$ cat src/rtl/mpwm_pkg.sv
package mpwm_pkg;

  typedef enum logic [1:0] {
    ALIGN_OFF    = 2'b00,
    ALIGN_START  = 2'b01,
    ALIGN_END    = 2'b10,
    ALIGN_CENTER = 2'b11
  } align_e;

  typedef struct packed {
    logic [1:0] dly;
    align_e     mode;
    logic [1:0] psel;
  } ctrl_t;

  localparam int unsigned CTRL_W  = $bits(ctrl_t);
  localparam int unsigned PSEL_W  = 2;
  localparam int unsigned DLY_W   = 2;
  localparam logic [1:0]  SEL_CTRL = 2'd0;
  localparam logic [1:0]  SEL_PER  = 2'd1;
  localparam logic [1:0]  SEL_DUTY = 2'd2;

endpackage

$ cat src/rtl/mpwm_presc.sv
module mpwm_presc #(
  parameter int unsigned SEL_W = 2
) (
  input  logic             clk,
  input  logic             rst_n,
  input  logic [SEL_W-1:0] psel,
  output logic             tick
);
  localparam int unsigned DIV_W = (1 << SEL_W) - 1;

  logic [DIV_W-1:0] div_q, div_n, mask;

  always_comb begin
    mask  = ({{(DIV_W-1){1'b0}}, 1'b1} << psel) - {{(DIV_W-1){1'b0}}, 1'b1};
    tick  = ((div_q & mask) == mask);
    div_n = div_q + {{(DIV_W-1){1'b0}}, 1'b1};
  end

  always_ff @(posedge clk or negedge rst_n) begin
    if (!rst_n) div_q <= '0;
    else        div_q <= div_n;
  end
endmodule

$ cat src/rtl/mpwm_seq.sv
module mpwm_seq
  import mpwm_pkg::*;
#(
  parameter int unsigned CNT_W = 16
) (
  input  logic               clk,
  input  logic               rst_n,
  input  logic               tick,
  input  logic               en,
  input  logic [CNT_W-1:0]   per_r,
  input  logic [CNT_W-1:0]   duty_r,
  input  align_e             mode_r,
  input  logic [DLY_W-1:0]   dly_r,
  output logic               act_q,
  output logic               act_n,
  output logic [CNT_W:0]     k_n,
  output logic [CNT_W-1:0]   per_n,
  output logic [CNT_W-1:0]   duty_n,
  output align_e             mode_n,
  output logic [DLY_W-1:0]   dly_n,
  output logic [CNT_W-1:0]   per_q,
  output logic               load
);
  localparam int unsigned KW = CNT_W + 1;
  localparam logic [KW-1:0] K_ONE = {{(KW-1){1'b0}}, 1'b1};

  logic [KW-1:0]    k_q, len;
  logic [CNT_W-1:0] duty_q;
  align_e           mode_q;
  logic [DLY_W-1:0] dly_q;
  logic             ovf;

  // period length in counter steps; center mode doubles it
  always_comb begin
    len  = (mode_q == ALIGN_CENTER) ? {per_q, 1'b0} : {1'b0, per_q};
    ovf  = act_q && (k_q == (len - K_ONE));
    load = tick && (!act_q || ovf);
  end

  always_comb begin
    act_n  = act_q;
    k_n    = k_q;
    per_n  = per_q;
    duty_n = duty_q;
    mode_n = mode_q;
    dly_n  = dly_q;
    if (load) begin
      act_n  = en && (per_r != '0) && (mode_r != ALIGN_OFF);
      k_n    = '0;
      per_n  = per_r;
      duty_n = duty_r;
      mode_n = mode_r;
      dly_n  = dly_r;
    end else if (tick && act_q) begin
      k_n = k_q + K_ONE;
    end
  end

  always_ff @(posedge clk or negedge rst_n) begin
    if (!rst_n) begin
      act_q  <= 1'b0;
      k_q    <= '0;
      per_q  <= '0;
      duty_q <= '0;
      mode_q <= ALIGN_OFF;
      dly_q  <= '0;
    end else begin
      act_q  <= act_n;
      k_q    <= k_n;
      per_q  <= per_n;
      duty_q <= duty_n;
      mode_q <= mode_n;
      dly_q  <= dly_n;
    end
  end
endmodule

$ cat src/rtl/mpwm_wave.sv
module mpwm_wave
  import mpwm_pkg::*;
#(
  parameter int unsigned CNT_W = 16
) (
  input  logic             act,
  input  logic [CNT_W:0]   k,
  input  logic [CNT_W-1:0] per,
  input  logic [CNT_W-1:0] duty,
  input  align_e           mode,
  output logic             wave
);
  localparam int unsigned KW = CNT_W + 1;
  localparam logic [KW-1:0] K_ONE = {{(KW-1){1'b0}}, 1'b1};

  logic [KW-1:0] per_x, duty_x, thr, fold;
  logic          full, w;

  always_comb begin
    per_x  = {1'b0, per};
    duty_x = {1'b0, duty};
    full   = (duty_x >= per_x);
    thr    = per_x - duty_x;
    fold   = (k < per_x) ? k : ({per, 1'b0} - K_ONE - k);
    unique case (mode)
      ALIGN_START:  w = (k < duty_x);
      ALIGN_END:    w = full || (k >= thr);
      ALIGN_CENTER: w = full || (fold >= thr);
      default:      w = 1'b0;
    endcase
    wave = act && w;
  end
endmodule

$ cat src/rtl/mpwm_dly.sv
module mpwm_dly #(
  parameter int unsigned DLY_W = 2
) (
  input  logic             clk,
  input  logic             rst_n,
  input  logic             tick,
  input  logic             act_n,
  input  logic             wave_n,
  input  logic [DLY_W-1:0] dly_n,
  output logic             pwm_out
);
  localparam logic [DLY_W-1:0] H_ONE = {{(DLY_W-1){1'b0}}, 1'b1};

  logic             out_q, out_n, wave_q, wave_qn;
  logic [DLY_W-1:0] hold_q, hold_n;

  always_comb begin
    out_n   = out_q;
    hold_n  = hold_q;
    wave_qn = wave_q;
    if (tick) begin
      wave_qn = wave_n;
      if (wave_n) begin
        out_n  = 1'b1;
        hold_n = '0;
      end else if (!act_n) begin
        out_n  = 1'b0;
        hold_n = '0;
      end else if (wave_q) begin
        out_n  = (dly_n != '0);
        hold_n = dly_n;
      end else if (hold_q != '0) begin
        hold_n = hold_q - H_ONE;
        out_n  = (hold_q > H_ONE);
      end else begin
        out_n = 1'b0;
      end
    end
  end

  always_ff @(posedge clk or negedge rst_n) begin
    if (!rst_n) begin
      out_q  <= 1'b0;
      wave_q <= 1'b0;
      hold_q <= '0;
    end else begin
      out_q  <= out_n;
      wave_q <= wave_qn;
      hold_q <= hold_n;
    end
  end

  assign pwm_out = out_q;
endmodule

$ cat src/rtl/mpwm_chan.sv
module mpwm_chan
  import mpwm_pkg::*;
#(
  parameter int unsigned CNT_W = 16
) (
  input  logic             clk,
  input  logic             rst_n,
  input  logic             wr_en,
  input  logic [1:0]       wr_sel,
  input  logic [CNT_W-1:0] wr_data,
  input  logic             chan_en,
  output logic             pwm_out
);
  ctrl_t            ctrl_r, ctrl_n;
  logic [CNT_W-1:0] per_r, per_rn, duty_r, duty_rn;

  logic             tick, act_q, act_n, load, wave_n;
  logic [CNT_W:0]   k_n;
  logic [CNT_W-1:0] per_n, duty_n, per_sh;
  align_e           mode_n;
  logic [DLY_W-1:0] dly_n;

  always_comb begin
    ctrl_n  = ctrl_r;
    per_rn  = per_r;
    duty_rn = duty_r;
    if (wr_en) begin
      unique case (wr_sel)
        SEL_CTRL: ctrl_n  = ctrl_t'(wr_data[CTRL_W-1:0]);
        SEL_PER:  per_rn  = wr_data;
        SEL_DUTY: duty_rn = wr_data;
        default:  ;
      endcase
    end
  end

  always_ff @(posedge clk or negedge rst_n) begin
    if (!rst_n) begin
      ctrl_r <= '0;
      per_r  <= '0;
      duty_r <= '0;
    end else begin
      ctrl_r <= ctrl_n;
      per_r  <= per_rn;
      duty_r <= duty_rn;
    end
  end

  mpwm_presc #(.SEL_W(PSEL_W)) u_presc (
    .clk  (clk),
    .rst_n(rst_n),
    .psel (ctrl_r.psel),
    .tick (tick)
  );

  mpwm_seq #(.CNT_W(CNT_W)) u_seq (
    .clk   (clk),
    .rst_n (rst_n),
    .tick  (tick),
    .en    (chan_en),
    .per_r (per_r),
    .duty_r(duty_r),
    .mode_r(ctrl_r.mode),
    .dly_r (ctrl_r.dly),
    .act_q (act_q),
    .act_n (act_n),
    .k_n   (k_n),
    .per_n (per_n),
    .duty_n(duty_n),
    .mode_n(mode_n),
    .dly_n (dly_n),
    .per_q (per_sh),
    .load  (load)
  );

  mpwm_wave #(.CNT_W(CNT_W)) u_wave (
    .act (act_n),
    .k   (k_n),
    .per (per_n),
    .duty(duty_n),
    .mode(mode_n),
    .wave(wave_n)
  );

  mpwm_dly #(.DLY_W(DLY_W)) u_dly (
    .clk    (clk),
    .rst_n  (rst_n),
    .tick   (tick),
    .act_n  (act_n),
    .wave_n (wave_n),
    .dly_n  (dly_n),
    .pwm_out(pwm_out)
  );
endmodule

$ cat config.mk
export PLATFORM = sky130hd
export DESIGN_NAME = mpwm_chan
export DESIGN_NICKNAME = d
export VERILOG_FILES = /design/src/rtl/mpwm_pkg.sv /design/src/rtl/mpwm_presc.sv /design/src/rtl/mpwm_seq.sv /design/src/rtl/mpwm_wave.sv /design/src/rtl/mpwm_dly.sv /design/src/rtl/mpwm_chan.sv
export SDC_FILE = /design/constraint.sdc
export NUM_CORES = 1
export LEC_CHECK = 0
export BUFFER_PORTS_ARGS = -buffer_cell sky130_fd_sc_hd__buf_2
export CAP_MARGIN = 15
export CORE_ASPECT_RATIO = 0.9
export CORE_MARGIN = 5
export CORE_UTILIZATION = 45
export DETAILED_ROUTE_END_ITERATION = 8
export GPL_TIMING_DRIVEN = 0
export PLACE_DENSITY = 0.67
export SLEW_MARGIN = 5
export SYNTH_ARGS = -nofsm -noshare
export SYNTH_HDL_FRONTEND = slang
export SYNTH_SLANG_ARGS = --single-unit
export TNS_END_PERCENT = 10
$ cat constraint.sdc
create_clock -name clk -period 13.5 [get_ports clk]
set_clock_uncertainty 0.1 [all_clocks]
set_input_delay 0.675 -clock clk [delete_from_list [all_inputs] [get_ports clk]]
set_output_delay 0.675 -clock clk [all_outputs]
set_load 0.005 [all_outputs]
; ---- Word-level counts from Yosys, hierarchy flattened
; Index checks and enable logic that the tools add are counted.
[word_totals]
register_bits = 99
inputBits = 22
out_inout_bits = 1
wordCells = 77
[classes]
addsub = 8
n_lt_le_gt_ge = 6
eq_ne = 9
n_shift = 1
mux = 18
n_bitwise = 1
reduce_logical = 19
[ops]
columns = operator, count
row1 = $mux W17, 4
row2 = $ge A17 B17 Y1, 2
row3 = $lt A17 B16 Y1, 2
row4 = $sub A17 B1 Y17 const B, 2
row5 = $mux W16, 2
row6 = $add A17 B1 Y17 const B, 1
row7 = $eq A17 B17 Y1, 1
row8 = $sub A16 B16 Y17, 1
row9 = $sub A17 B17 Y17, 1
row10 = $ge A16 B16 Y1, 1
row11 = $reduce_bool A16 Y1, 1
row12 = $mux W2, 6
row13 = $eq A2 B2 Y1 const B, 4
row14 = $reduce_and A2 Y1, 4
row15 = $logic_and A1 B1 Y1, 6
row16 = $reduce_bool A2 Y1, 3
row17 = $mux W1, 5
row18 = $eq A2 B1 Y1 const B, 2
row19 = $ne A4 B4 Y1 const B, 1
row20 = $add A3 B1 Y3 const B, 1
row21 = $and A3 B3 Y3, 1
row22 = $eq A3 B3 Y1, 1
row23 = $logic_or A1 B1 Y1, 3
row24 = $pmux W1 S3, 1
row25 = other kinds (6), 6

; ---- Longest topological paths before layout
; Gate-level depths: netlist (run 1).
[logic_depth]
word_depth = 17
depth_mapped = 41
depth_no_buf = 38

; ---- Cells and area by module
; From an unflattened synthesis (run 1), not the netlist that was laid out.
[unflattened]
cells_unflattened = 1096
area_unflattened_um2 = 9668.0
[modules_own_cells]
columns = mod, instances, cells_per_inst, area_per_inst_um2, seq_area_each_um2
row1 = mpwm_seq, 1, 519, 4390.5, 1351.3
row2 = mpwm_wave, 1, 459, 3429.5, 0.0
row3 = mpwm_chan, 1, 81, 1465.2, 950.9
row4 = mpwm_dly, 1, 27, 249.0, 100.1
row5 = mpwm_presc, 1, 10, 133.9, 75.1

; ---- Worst setup path after synthesis (run 1)
; OpenSTA, ideal clock, no wires.
[synth_timing]
path_type = flip-flop to flip-flop
from = reg u_seq.mode_q[1]
to = reg u_dly.hold_q[0]
setup_ns = 0.083
t_arrival_ns = 8.281
required_time_ns = 13.317
path_slack_ns = 5.035
stages_incl_launch_ff = 42
n_path_buf = 6
cell_sequence = dfrtp_1 -> buf_2 -> nand2_1 -> clkbuf_1 -> mux2i_1 -> ha_1 -> or3b_2 -> or4_1 -> nand3_1 -> o2111ai_1 -> or4_1 -> a2111oi_4 -> nor2_4 -> clkbuf_1 -> clkbuf_1 -> mux2i_1 -> ha_1 -> a21o_1 -> (+6 left out) -> a21oi_1 -> o41ai_2 -> a21bo_1 -> a211oi_1 -> buf_6 -> buf_6 -> xnor2_1 -> ha_1 -> nand2b_1 -> a21o_1 -> a21o_1 -> a21oi_1 -> o21ai_0 -> a41oi_1 -> mux2i_1 -> o22ai_2 -> a41oi_1 -> o22ai_1
[synth_between]
elab_chain_cells = 17
elab_cells_between_ends = 34
[synth_rtl]
columns = element, line
row1 = start: declaration, mpwm_seq.sv:29  ; align_e mode_q;
row2 = start signal: assignment, mpwm_seq.sv:72  ; mode_q <= mode_n;
row3 = $eq A2 B2 Y1, mpwm_seq.sv:35  ; len = (mode_q == ALIGN_CENTER) ? {per_q, 1'b0} : {1'b0, per_q};
row4 = $mux W17, mpwm_seq.sv:35
row5 = $sub A17 B1 Y17, mpwm_seq.sv:36  ; ovf = act_q && (k_q == (len - K_ONE));
row6 = $eq A17 B17 Y1, mpwm_seq.sv:36
row7 = $logic_and A1 B1 Y1, mpwm_seq.sv:36
row8 = $logic_or A1 B1 Y1, mpwm_seq.sv:37  ; load = tick && (!act_q || ovf);
row9 = $logic_and A1 B1 Y1, mpwm_seq.sv:37
row10 = $mux W16, mpwm_seq.sv:47  ; if (load) begin
row11 = $sub A17 B1 Y17, mpwm_wave.sv:24  ; fold = (k < per_x) ? k : ({per, 1'b0} - K_ONE - k);
row12 = $sub A17 B17 Y17, mpwm_wave.sv:24
row13 = $mux W17, mpwm_wave.sv:24
row14 = $ge A17 B17 Y1, mpwm_wave.sv:28  ; ALIGN_CENTER: w = full || (fold >= thr);
row15 = $logic_or A1 B1 Y1, mpwm_wave.sv:28
row16 = $pmux W1 S3, mpwm_wave.sv:25  ; unique case (mode)
row17 = $logic_and A1 B1 Y1, mpwm_wave.sv:31  ; wave = act && w;
row18 = $ne A4 B4 Y1 (no line), n/a
row19 = $reduce_and A2 Y1 (no line), n/a
row20 = end signal: assignment, mpwm_dly.sv:49  ; hold_q <= hold_n;
row21 = end: declaration, mpwm_dly.sv:15  ; logic [DLY_W-1:0] hold_q, hold_n;
; Several ways; a longest one is shown, not always the timed one.
; A chain may end at the register's enable or synchronous reset.

; ---- Worst setup path after layout (run 1)
[layout_timing]
from = reg u_seq.mode_q[1]
to = reg u_dly.hold_q[0]
[layout_between]
elab_chain_cells = 17
elab_cells_between_ends = 34
[layout_rtl]
columns = element, line
row1 = $eq A2 B2 Y1 *, mpwm_seq.sv:35
row2 = $mux W17 *, mpwm_seq.sv:35
row3 = $sub A17 B1 Y17 *, mpwm_seq.sv:36
row4 = $eq A17 B17 Y1 *, mpwm_seq.sv:36
row5 = $logic_and A1 B1 Y1 *, mpwm_seq.sv:36
row6 = $logic_or A1 B1 Y1 *, mpwm_seq.sv:37
row7 = $logic_and A1 B1 Y1 *, mpwm_seq.sv:37
row8 = $mux W16 *, mpwm_seq.sv:47
row9 = via per_n[1], mpwm_chan.sv:19  ; logic [CNT_W-1:0] per_n, duty_n, per_sh;
row10 = (+1 left out), n/a
row11 = $sub A17 B17 Y17, mpwm_wave.sv:24
row12 = $mux W17, mpwm_wave.sv:24
row13 = $ge A17 B17 Y1, mpwm_wave.sv:28
row14 = $logic_or A1 B1 Y1, mpwm_wave.sv:28
row15 = $pmux W1 S3 *, mpwm_wave.sv:25
row16 = $logic_and A1 B1 Y1 *, mpwm_wave.sv:31
row17 = $ne A4 B4 Y1 (no line), n/a
row18 = $reduce_and A2 Y1 (no line), n/a
; Mark *: on every way through the listed nets, which the timed path passes. The rest lies on a longest branch.

==> summary.md, run 1 <==
| Metric | Value |
|---|---|
| Htree depth | `3` |
| Stage delay of the slowest cell on the critical path | `between 700 and 800 ps` |
| Setup slack after placement | `~3000 ps` |
| Final Hold Violating Endpoints | `0` |
| Final antenna diode count | `0` |
| Synth-to-Final Area Change | `9.27%` |
| Fraction of the mapped netlist area in adder cells | `about 16%` |
| Wirelength, routed | `21.1 mm` |
| Total number of vias | `6558` |
| Standby leakage power | `between 0.004 and 0.005 uW` |
| Cell row count | `between 40 and 50` |
| Clock tree from TritonCTS | `built` |
| Critical-path maximum fanout | `10` |
| Clock sinks | `99` |
| Standard cell with the maximum stage delay on the critical path | `sky130_fd_sc_hd__a2111oi_4` |
| X dimension of the die | `~150 um` |
| Areal power density over the cells | `about 260 nW/um^2` |
| Syn_nets | `roughly 1000` |
| Post-synthesis average cell area | `between 9 and 10 um^2` |
| Grt ovf | `0` |
| Number of antenna violations at the first check in global routing | `0` |
| Detailed-routed wire length on met3 | `approximately 1.3 mm` |
| Highest Clock Rate | `~94 MHz` |
| Number of synthesized register bits | `just under 100` |
| Die area | `approximately 21000 um^2` |
| Number of synthesized flops with an enable pin | `0` |
| Slew at the pin closest to its max-slew limit | `around 950 ps` |
| Unrepaired setup endpoints after global routing | `false` |
| Global router's overall resource usage | `roughly a fifth` |
| Number of unique standard cell types used by synthesis | `69` |
| Total number of yosys warnings | `0` |
| Post-DP HPWL | `17.0 mm` |
| Xor/xnor cell area share of the yosys netlist | `6.21%` |
| Post-synthesis mux area share | `roughly an eighth` |
| Basic-gate share of the synthesized area counting and, or, nand and nor cells | `about 15%` |
| Area fraction in compound gates after synthesis | `about 15%` |
| Vias per inst | `approximately 5.8` |
| I/O Pins | `23` |
| CTS Buf Count | `9` |
| Largest cells by area after synthesis | `sky130_fd_sc_hd__dfrtp_1, sky130_fd_sc_hd__ha_1, sky130_fd_sc_hd__mux2_2` |
| Worst min path class | `input pin to async pin` |
| Pin count of the biggest net entering global routing | `62` |
| Crit Path Category | `flop to flop` |
| Wire length per cell after detailed routing | `18.7 um` |
| Detail Route met2 WL | `9.25 mm` |
| Summed area of non-filler cells in the final layout | `slightly below 9000 um^2` |
| Final standard cell utilization of the core | `about 50%` |
| Fraction of layout instances using a drive strength above 1 | `between 10% and 20%` |
| Period utilisation layout | `between 70% and 80%` |
| Critical Path AT | `roughly 11000 ps` |
| Synth top area share | `between 30 and 40%` |
| Count of buffers inserted at the top-level ports | `22` |
| Combinational family with the most area after synthesis | `adder cells` |
| Detailed-routing wirelength on met1 | `10.2 mm` |
| Die extent in y | `roughly 140 um` |
| Effective utilization at floorplan | `46.1%` |
| Capturing element type of the critical path | `flop` |
| Crit path required time | `approximately 14000 ps` |
| Uppermost signal routing layer after detailed routing | `met4` |
| Standard cell core area | `between 15000 and 20000 um^2` |
| Number of violations reported at the end of detailed-routing iteration 0 | `roughly 400` |
| Post-synthesis sequential area ratio | `a little over 30%` |
| Number of buffers inserted to repair setup after CTS | `0` |
| Max-capacitance violation count | `0` |
| Share of flip-flops with an asynchronous set or reset | `between 90% and 100%` |
| Placer Congestion | `0.883` |
| Via count of the first global-routing pass | `6349` |
| Final nets | `1010` |
| Number of remaining DRC errors | `0` |
| CTS Root Buffer Type | `sky130_fd_sc_hd__clkbuf_16` |
| Biggest area consumer among synthesized cells | `sky130_fd_sc_hd__dfrtp_1` |
| Clock-pin transition on the worst setup and hold timing paths | `~80 ps` |
| Deepest clock path buffer count | `2` |
| DP Area | `roughly 8600 um^2` |
| Final-report setup violation count | `0` |
| Final TNS setup | `0 ps` |
| Hold-fix buffer count after cts | `0` |
| Number of iterations in the first detailed-routing pass | `4` |
| Cts repair resizes | `0` |
| Status | `finished clean` |
| Fin worst setup slack | `approximately 2800 ps` |
| Clock Latency Late Sink | `between 300 and 400 ps` |
| Synth Instances | `852` |
| Cell area after synthesis | `a little over 8000 um^2` |
| Remaining number of nets flagged by the antenna check after routing | `0` |
| Worst slew slack as a fraction of its limit | `between 30% and 40%` |
| Minimum period implied by the final worst setup slack | `approximately 11000 ps` |
| Prevailing post-synth register cell | `sky130_fd_sc_hd__dfrtp_1` |
| Cell type with the highest occurrence count on the critical path | `sky130_fd_sc_hd__a21oi_1` |
| IR drop worst, VDD | `roughly 0.12 mV` |
| Pins over their slew limit | `0` |
| First-pass GRT wire length | `around 34 mm` |
| Type of element launching the critical path | `flop` |
## worst max-delay path, delay by kind of cell (launching register included)
kind / cells / cell delay, ps
compound gates: 20 / 4840
buf+inv: 5 / 1680
simple gates: 5 / 1250
fa+ha+maj: 3 / 1040
mux: 3 / 770
xor+xnor: 2 / 440
flops: 1 / 440
## power breakdown
group	switching, uW	internal, uW
logic	934	674
registers	90.9	382
clock network	130	150
## kinds of logic after synthesis
family	Yosys count
flip-flops	99
XOR/XNOR	58
buffers and inverters	94
AND/OR/NAND/NOR	221
adder cells (fa/ha/maj)	102
AO/OA/AOI/OAI	184
multiplexers	94
## synth_stat cells (4+ instances only)
| cell | instances |
|---|---|
| sky130_fd_sc_hd__a211oi_1 | 4 |
| sky130_fd_sc_hd__a21boi_0 | 8 |
| sky130_fd_sc_hd__a21o_1 | 31 |
| sky130_fd_sc_hd__a21oi_1 | 53 |
| sky130_fd_sc_hd__a41oi_1 | 4 |
| sky130_fd_sc_hd__and3_1 | 17 |
| sky130_fd_sc_hd__clkbuf_1 | 20 |
| sky130_fd_sc_hd__dfrtp_1 | 99 |
| sky130_fd_sc_hd__ha_1 | 100 |
| sky130_fd_sc_hd__inv_1 | 68 |
| sky130_fd_sc_hd__mux2_2 | 49 |
| sky130_fd_sc_hd__mux2i_1 | 43 |
| sky130_fd_sc_hd__nand2_1 | 36 |
| sky130_fd_sc_hd__nand2b_1 | 20 |
| sky130_fd_sc_hd__nand3_1 | 16 |
| sky130_fd_sc_hd__nand3b_1 | 4 |
| sky130_fd_sc_hd__nand4_1 | 18 |
| sky130_fd_sc_hd__nor2_1 | 20 |
| sky130_fd_sc_hd__nor2b_1 | 9 |
| sky130_fd_sc_hd__nor3_1 | 26 |
| sky130_fd_sc_hd__nor4_1 | 9 |
| sky130_fd_sc_hd__o211ai_1 | 6 |
| sky130_fd_sc_hd__o21a_1 | 4 |
| sky130_fd_sc_hd__o21ai_0 | 27 |
| sky130_fd_sc_hd__o22ai_1 | 5 |
| sky130_fd_sc_hd__o31ai_1 | 4 |
| sky130_fd_sc_hd__or2_2 | 5 |
| sky130_fd_sc_hd__or3_1 | 18 |
| sky130_fd_sc_hd__or4_1 | 8 |
| sky130_fd_sc_hd__xnor2_1 | 33 |
| sky130_fd_sc_hd__xor2_1 | 25 |
## metrics by stage
step / hold slack [ps] / power (uW) / std cells
finish: 294 / 2360 / 1131
global route: 370 / 2570 / 1131
CTS: 337 / 2340 / 1131
detailed placement: 361 / 2050 / 1115
global placement: 349 / 2000 / 1114
floorplan: 279 / 1660 / 852
## routing by layer
layer | global-route usage (%) | vias to the layer above
met3 | 3.03 | 28
met1 | 28.8 | 3152
li1 | - | 3184
met2 | 32.7 | 194
met5 | 0 | -
met4 | 4.89 | 0
## cell usage in the layout, fill, tap and decap left out, types with 5 or more instances in the layout
master,instances
sky130_fd_sc_hd__nand2_1,36
sky130_fd_sc_hd__nand3_1,16
sky130_fd_sc_hd__clkbuf_1,20
sky130_fd_sc_hd__o21ai_0,27
sky130_fd_sc_hd__mux2i_1,43
sky130_fd_sc_hd__nor2_1,20
sky130_fd_sc_hd__xor2_1,25
sky130_fd_sc_hd__a21oi_1,53
sky130_fd_sc_hd__a21boi_0,8
sky130_fd_sc_hd__o211ai_1,6
sky130_fd_sc_hd__a21o_1,31
sky130_fd_sc_hd__mux2_2,49
sky130_fd_sc_hd__or4_1,8
sky130_fd_sc_hd__nand2b_1,20
sky130_fd_sc_hd__ha_1,100
sky130_fd_sc_hd__and3_1,17
sky130_fd_sc_hd__nor4_1,9
sky130_fd_sc_hd__o22ai_1,5
sky130_fd_sc_hd__dfrtp_1,99
sky130_fd_sc_hd__nor3_1,26
sky130_fd_sc_hd__inv_1,68
sky130_fd_sc_hd__buf_2,24
sky130_fd_sc_hd__nand4_1,18
sky130_fd_sc_hd__or3_1,18
sky130_fd_sc_hd__xnor2_1,33
sky130_fd_sc_hd__nor2b_1,9
sky130_fd_sc_hd__clkbuf_16,9
sky130_fd_sc_hd__or2_2,5
## sequential cells by signal, summed over array words and instances (netlist names), 2 cells and up
name / flops
u_seq.dly_q: 2
u_dly.hold_q: 2
duty_r: 16
ctrl_r: 6
u_seq.per_q: 16
u_seq.duty_q: 16
u_presc.div_q: 3
per_r: 16
u_seq.k_q: 17
u_seq.mode_q: 2
## path summary, 6_finish.rpt
| check | start | slack [ps] | cells past startpoint | end |
|---|---|---|---|---|
| worst max-delay path | u_seq.mode_q[1] | 2840 | 38 | u_dly.hold_q[0] |
| worst min-delay path | rst_n | 290 | 1 | duty_r[15] |
| worst max register to register | u_seq.mode_q[1] | 2840 | 38 | u_dly.hold_q[0] |
| worst min register to register | u_presc.div_q[2] | 370 | 1 | u_presc.div_q[2] |
| max in group asynchronous | rst_n | 12330 | 2 | u_seq.duty_q[5] |
| min in group clk | u_presc.div_q[2] | 370 | 1 | u_presc.div_q[2] |
## area by class of cell
class / instances / area, um^2
Multi-Input combinational cell: 659 / 5330
Timing Repair Buffer: 23 / 133
Tap cell: 240 / 300
Fill cell: 1670 / 8790
Inverter: 68 / 255
Clock buffer: 9 / 225
Clock inverter: 7 / 93.8
Buffer: 26 / 124
Sequential cell: 99 / 2480
Power figures use the tool's default switching activity.
==> run 2, diff against run 1 <==
Clock period 13.5 ns to 10.1 ns, I/O delays scaled along.
==> run 2 against run 1 <==
Compared with the run above:
- via count down 0.24%
- worst hold slack worse by 170 ps
- sequential power grew 34%
==> summary.md, run 2 (synthesized netlist as in run 1, its figures left out) <==
| Metric | Value |
|---|---|
| Number of antenna violations at the first check in global routing | `0 (unchanged)` |
| Summed area of non-filler cells in the final layout | `8960 um^2 (+0.31%)` |
| Remaining number of nets flagged by the antenna check after routing | `0 (unchanged)` |
| Standard cell core area | `17700 um^2 (unchanged)` |
| Critical-path maximum fanout | `17 (+7)` |
| Type of element launching the critical path | `flop` |
| Largest register by flop count | `u_seq.k_q` |
| First-pass GRT wire length | `33.8 mm (+0.18%)` |
| Cell type with the highest occurrence count on the critical path | `sky130_fd_sc_hd__a21o_1` |
| Hold-fix buffer count after cts | `0 (unchanged)` |
| Synth-to-Final Area Change | `9.61%` |
| Max-capacitance violation count | `0 (unchanged)` |
| Post-DP HPWL | `17.0 mm (unchanged)` |
| Placer Congestion | `0.883 (unchanged)` |
| Period utilisation layout | `95.1% (+16 points)` |
| Routing usage on met1 | `28.8% (about the same)` |
| Combined buffer and inverter count along the critical path | `6 (+1)` |
| Via count of the first global-routing pass | `6355 (+0.095%)` |
| Highest Clock Rate | `104 MHz (+11%)` |
| Clock-pin transition on the worst setup and hold timing paths | `80 ps (about the same)` |
| Areal power density over the cells | `351 nW/um^2 (+33%)` |
| Crit Path Category | `flop to flop` |
| Final antenna diode count | `0 (unchanged)` |
| Vias per inst | `5.78 (-0.24%)` |
| Grt ovf | `0 (unchanged)` |
| Htree depth | `3 (unchanged)` |
| Standard cell with the maximum stage delay on the critical path | `sky130_fd_sc_hd__or3b_2` |
| Most frequent cells in the layout | `sky130_fd_sc_hd__ha_1, sky130_fd_sc_hd__dfrtp_1, sky130_fd_sc_hd__inv_1` |
| Number of remaining DRC errors | `0 (unchanged)` |
| Wirelength, routed | `21.1 mm (-0.42%)` |
| Wire length per cell after detailed routing | `18.6 um (-0.42%)` |
| Critical Path AT | `9780 ps (-1050 ps)` |
| Deepest clock path buffer count | `2 (unchanged)` |
| Standby leakage power | `0.00450 uW (+0.48%)` |
| Top Family by Delay on Critical Path | `compound AO/OA/AOI/OAI gates` |
| Status | `finished clean` |
| Met3 GRT Util | `3.03% (unchanged)` |
| Number of violations reported at the end of detailed-routing iteration 0 | `330 (-18%)` |
| Pins over their slew limit | `0 (unchanged)` |
| Startpoint of the lowest-slack register-to-register path | `u_seq.mode_q[1]` |
| CTS Root Buffer Type | `sky130_fd_sc_hd__clkbuf_16` |
| Total stage count of the critical path | `41 (+7.9%)` |
| Count of buffers inserted at the top-level ports | `22 (unchanged)` |
| Pin count of the biggest net entering global routing | `62 (unchanged)` |
| Fraction of layout instances using a drive strength above 1 | `13.6% (+0.90 points)` |
| Worst slew slack as a fraction of its limit | `35.4% (-0.94 points)` |
| I/O Pins | `23 (unchanged)` |
| Die area | `21000 um^2 (unchanged)` |
| Capture point of the worst reg-to-reg path | `u_dly.hold_q[0]` |
| CTS Buf Count | `9 (unchanged)` |
| Source of the critical timing path | `u_seq.mode_q[1]` |
| Minimum period implied by the final worst setup slack | `9610 ps (-1050 ps)` |
| Capturing element type of the critical path | `flop` |
| Clock sinks | `99 (unchanged)` |
| Global router's overall resource usage | `20.3% (+0.054 points)` |
| Most frequent standard cell in the layout excluding fill and tap cells | `sky130_fd_sc_hd__ha_1` |
| Crit path required time | `10270 ps (-3400 ps)` |
| Worst r2r path cells | `41 (+7.9%)` |
| DP Area | `8610 um^2 (unchanged)` |
| Cell row count | `46 (unchanged)` |
| Final Hold Violating Endpoints | `0 (unchanged)` |
| Worst min path class | `input pin to async pin` |
| Flip-flop count of the largest register, all copies and words added | `17 (unchanged)` |
| X dimension of the die | `152 um (unchanged)` |
| Final standard cell utilization of the core | `50.6% (+0.16 points)` |
| IR drop worst, VDD | `0.154 mV (+33%)` |
| Placed Cells | `1115 (unchanged)` |
| Stage delay of the slowest cell on the critical path | `530 ps (-180 ps)` |
| Number of iterations in the first detailed-routing pass | `4 (unchanged)` |
| Last element of the critical path | `u_dly.hold_q[0]` |
| Slew at the pin closest to its max-slew limit | `967 ps (+14.1 ps)` |
| Die extent in y | `138 um (unchanged)` |
| Clock Latency Late Sink | `350 ps (about the same)` |
| Non-filler cells, final | `1131 (unchanged)` |
| Fill cells | `1671 (+0.060%)` |
| Effective utilization at floorplan | `46.1% (unchanged)` |
| Total number of vias | `6542 (-0.24%)` |
| Final-report setup violation count | `0 (unchanged)` |
| R2R setup slack | `490 ps (-2350 ps)` |
| Final nets | `1010 (unchanged)` |
| Clock tree from TritonCTS | `built` |
| GRT busiest layer | `met2` |
| Final total power | `3150 uW (+33%)` |
| Global Route met2 Usage | `32.9% (+0.17 points)` |
==> run 2: changes by cell type in the layout (fill, tap and decap cells not counted), sizes merged <==
cell,previous run,this run
buf,29,32
clkbuf,29,26
==> run 2: layout make-up <==
class	count	area (um^2)	area share, %
clock inverter	7	93.8	1.05
tap	240	300	3.35
buffer	24	123	1.37
timing repair buffer	25	148	1.65
inverter	68	255	2.85
clock buffer	9	225	2.51
sequential	99	2480	27.6
multi-input combinational	659	5340	59.6
==> run 2: per-stage QoR <==
step	TNS, ps	hold slack, ps	worst slack [ps]
after global placement	-1080	349	-372
after detailed placement	-1370	361	-418
final	0	122	490
after global routing	-0.135	200	-0.135
after CTS	0	167	15.7
after floorplan	0	109	1640
==> run 2: power breakdown <==
part           switching, uW  leakage, uW  internal, uW
combinational           1240      0.00313           903
clock                    172     0.000153           200
sequential               123      0.00122           510
total                   1540      0.00450          1610
==> run 2: worst min-delay path by stage <==
| stage | startpoint | endpoint | slack, ps | cells past startpoint |
|---|---|---|---|---|
| after global placement | u_presc.div_q[2] | u_presc.div_q[2] | 350 | 1 |
| after detailed placement | u_presc.div_q[2] | u_presc.div_q[2] | 360 | 1 |
| after global routing | rst_n | duty_r[13] | 200 | 1 |
| final | rst_n | duty_r[15] | 120 | 1 |
| after floorplan | rst_n | ctrl_r[0] | 110 | 0 |
| after CTS | rst_n | duty_r[13] | 170 | 1 |
==> run 2: timing repair <==
item | in CTS | in global routing
setup buffers | 2 | 0
gates resized for setup | 4 | 6
setup endpoints to repair | 4 | 4
pin swaps | 1 | 0
==> run 2: per-layer routing <==
layer  up-vias  wire, um
li1       3194         -
met1      3139     10000
met2       183      9330
met3        26      1310
met4         0       391
met5         -         0
==> run 3, diff against run 2 <==
Settings changed: CTS_BUF_LIST set to sky130_fd_sc_hd__clkbuf_4 sky130_fd_sc_hd__clkbuf_8, PLACE_DENSITY 0.67 to 0.69.
Clock period 10.1 ns to 8.55 ns, I/O delays scaled along.
==> run 3 against run 2 <==
Compared with the run above:
- critical path depth is the same
- global-route usage is essentially flat
- worst hold slack lost 110 ps
- sequential power grew 17%
- via count grew 2.5%
- register-to-register slack lost 250 ps
- cell area grew 4.2%
- total power grew 23%
- non-clock buffer count grew 26
- largest cell class unchanged
==> summary.md, run 3 (synthesized netlist as in run 1, its figures left out) <==
| Metric | Value |
|---|---|
| Status | `finished clean` |
| Remaining number of nets flagged by the antenna check after routing | `0 (unchanged)` |
| Pin count of the biggest net entering global routing | `60 (-3.2%)` |
| DP Area | `8610 um^2 (about the same)` |
| Crit Path Category | `flop to flop` |
| Type of element launching the critical path | `flop` |
| Post-DP HPWL | `16.8 mm (-1.3%)` |
| Clock tree from TritonCTS | `built` |
| I/O Pins | `23 (unchanged)` |
| CTS Buf Count | `9 (unchanged)` |
| Period utilisation layout | `97.2% (+2.1 points)` |
| Setup slack after placement | `-1820 ps (-1400 ps)` |
| Pins over their slew limit | `0 (unchanged)` |
| Wirelength, routed | `21.4 mm (+1.8%)` |
| Critical Path AT | `8510 ps (-1270 ps)` |
| CTS Root Buffer Type | `sky130_fd_sc_hd__clkbuf_8` |
| Standard cell with the maximum stage delay on the critical path | `sky130_fd_sc_hd__or4_4` |
| Via count of the first global-routing pass | `6570 (+3.4%)` |
| X dimension of the die | `152 um (unchanged)` |
| Worst min path class | `input pin to async pin` |
| Capturing element type of the critical path | `flop` |
| Max-capacitance violation count | `0 (unchanged)` |
| Most frequent standard cell in the layout excluding fill and tap cells | `sky130_fd_sc_hd__dfrtp_1` |
| Fill cells | `1636 (-2.1%)` |
| Final-report setup violation count | `0 (unchanged)` |
| Areal power density over the cells | `414 nW/um^2 (+18%)` |
| Standby leakage power | `0.00461 uW (+2.4%)` |
| Final total power | `3860 uW (+23%)` |
| Flip-flop count of the largest register, all copies and words added | `17 (unchanged)` |
| Vias per inst | `5.80 (+0.19%)` |
| First-pass GRT wire length | `33.8 mm (unchanged)` |
| Slew at the pin closest to its max-slew limit | `1020 ps (+49.7 ps)` |
| Grt ovf | `0 (unchanged)` |
| Crit path required time | `8750 ps (-1520 ps)` |
| IR drop worst, VDD | `0.182 mV (+18%)` |
| Final antenna diode count | `0 (unchanged)` |
| Die extent in y | `138 um (unchanged)` |
| Clock-pin transition on the worst setup and hold timing paths | `110 ps (+30 ps)` |
| Global router's overall resource usage | `20.3% (about the same)` |
| Worst slew slack as a fraction of its limit | `32.1% (-3.3 points)` |
| Cell row count | `46 (unchanged)` |
| Largest register by flop count | `u_seq.k_q` |
| Deepest clock path buffer count | `2 (unchanged)` |
| Final Hold Violating Endpoints | `0 (unchanged)` |
| Worst r2r path cells | `41 (unchanged)` |
| Die area | `21000 um^2 (unchanged)` |
| Fraction of layout instances using a drive strength above 1 | `20.5% (+6.9 points)` |
| Final nets | `1036 (+2.6%)` |
| Number of violations reported at the end of detailed-routing iteration 0 | `329 (-0.30%)` |
| Standard cell core area | `17700 um^2 (unchanged)` |
| Most frequent cells in the layout | `sky130_fd_sc_hd__dfrtp_1, sky130_fd_sc_hd__ha_1, sky130_fd_sc_hd__inv_1` |
| Number of remaining DRC errors | `0 (unchanged)` |
| Wire length per cell after detailed routing | `18.5 um (-0.48%)` |
| Critical-path maximum fanout | `12 (-5)` |
| Minimum period implied by the final worst setup slack | `8310 ps (-1300 ps)` |
| Total number of vias | `6705 (+2.5%)` |
| Highest Clock Rate | `120 MHz (+16%)` |
| Stage delay of the slowest cell on the critical path | `560 ps (+30 ps)` |
| Htree depth | `3 (unchanged)` |
| Clock sinks | `99 (unchanged)` |
| Synth-to-Final Area Change | `14.2%` |
| Fin worst setup slack | `237 ps (-253 ps)` |
| Number of iterations in the first detailed-routing pass | `5 (+1)` |
| Clock Latency Late Sink | `380 ps (+30 ps)` |
| Summed area of non-filler cells in the final layout | `9340 um^2 (+4.2%)` |
| Effective utilization at floorplan | `46.1% (unchanged)` |
| Placer Congestion | `0.908 (+2.9%)` |
| Count of buffers inserted at the top-level ports | `22 (unchanged)` |
| Number of antenna violations at the first check in global routing | `0 (unchanged)` |
run 3: cell count changes in the layout (fill, tap and decap cells not counted), sizes merged:
cell | previous run | this run
inv | 72 | 71
clkinv | 1 | 2
bufinv | 1 | 0
buf | 32 | 58
clkbuf | 26 | 27
run 3: what timing repair did:
action / in CTS / in global routing
gates cloned: 0 / 0
buffers inserted: 9 / 17
hold endpoints to repair: 0 / 0
setup endpoints to repair: 4 / 4
hold buffers: 0 / 0
resized for setup: 49 / 43
pin swaps: 9 / 27
run 3: path summary, 6_finish.rpt:
| kind | startpoint | end | slack (ps) |
|---|---|---|---|
| max in group asynchronous | rst_n | u_seq.k_q[0] | 7650 |
| min | rst_n | per_r[15] | 10 |
| max reg2reg | u_seq.mode_q[0] | u_dly.hold_q[1] | 240 |
| max | u_seq.mode_q[0] | u_dly.hold_q[1] | 240 |
| min reg2reg | u_presc.div_q[2] | u_presc.div_q[2] | 370 |
| min in group clk | wr_data[12] | duty_r[12] | 190 |
run 3: where the power goes:
group	switching, uW	internal (uW)
Clock	185	120
Combinational	1580	1230
Sequential	142	602
Total	1910	1960
run 3: layout make-up:
type,instances,area [um^2],area share (%)
plain buffers,25,196,2.10
clock buffers,10,138,1.47
clock inverters,6,56.3,0.603
inverters,68,255,2.73
multi-input cells,659,5560,59.6
flip-flops and latches,99,2480,26.6
well taps,240,300,3.22
repair buffers,50,349,3.74
run 3: per-layer routing:
metal	vias to the layer above	track usage [%]	part of all wire, %
met2	190	32.8	44
li1	3248	-	-
met1	3230	28.5	48
met5	-	0	0
met4	0	6.99	2.4
met3	37	2.34	5.9
run 3: through the flow:
| step | cells | TNS, ps | utilization, % | hold slack, ps |
|---|---|---|---|---|
| floorplan | 852 | 0 | - | 31.9 |
| global placement | 1114 | -6960 | 48.4 | 352 |
| detailed placement | 1116 | -7070 | 48.6 | 353 |
| CTS | 1141 | 0 | 51.1 | 22.1 |
| global route | 1157 | -134 | 52.7 | 57.6 |
| finish | 1157 | 0 | 52.7 | 12.3 |
run 3: worst max-delay path: cells and delay by family (launching register included):
family	cells	cell delay, ps
compound gates	17	3020
fa+ha+maj	3	710
buf+inv	7	1100
flops	1	420
mux	4	740
simple gates	10	2110
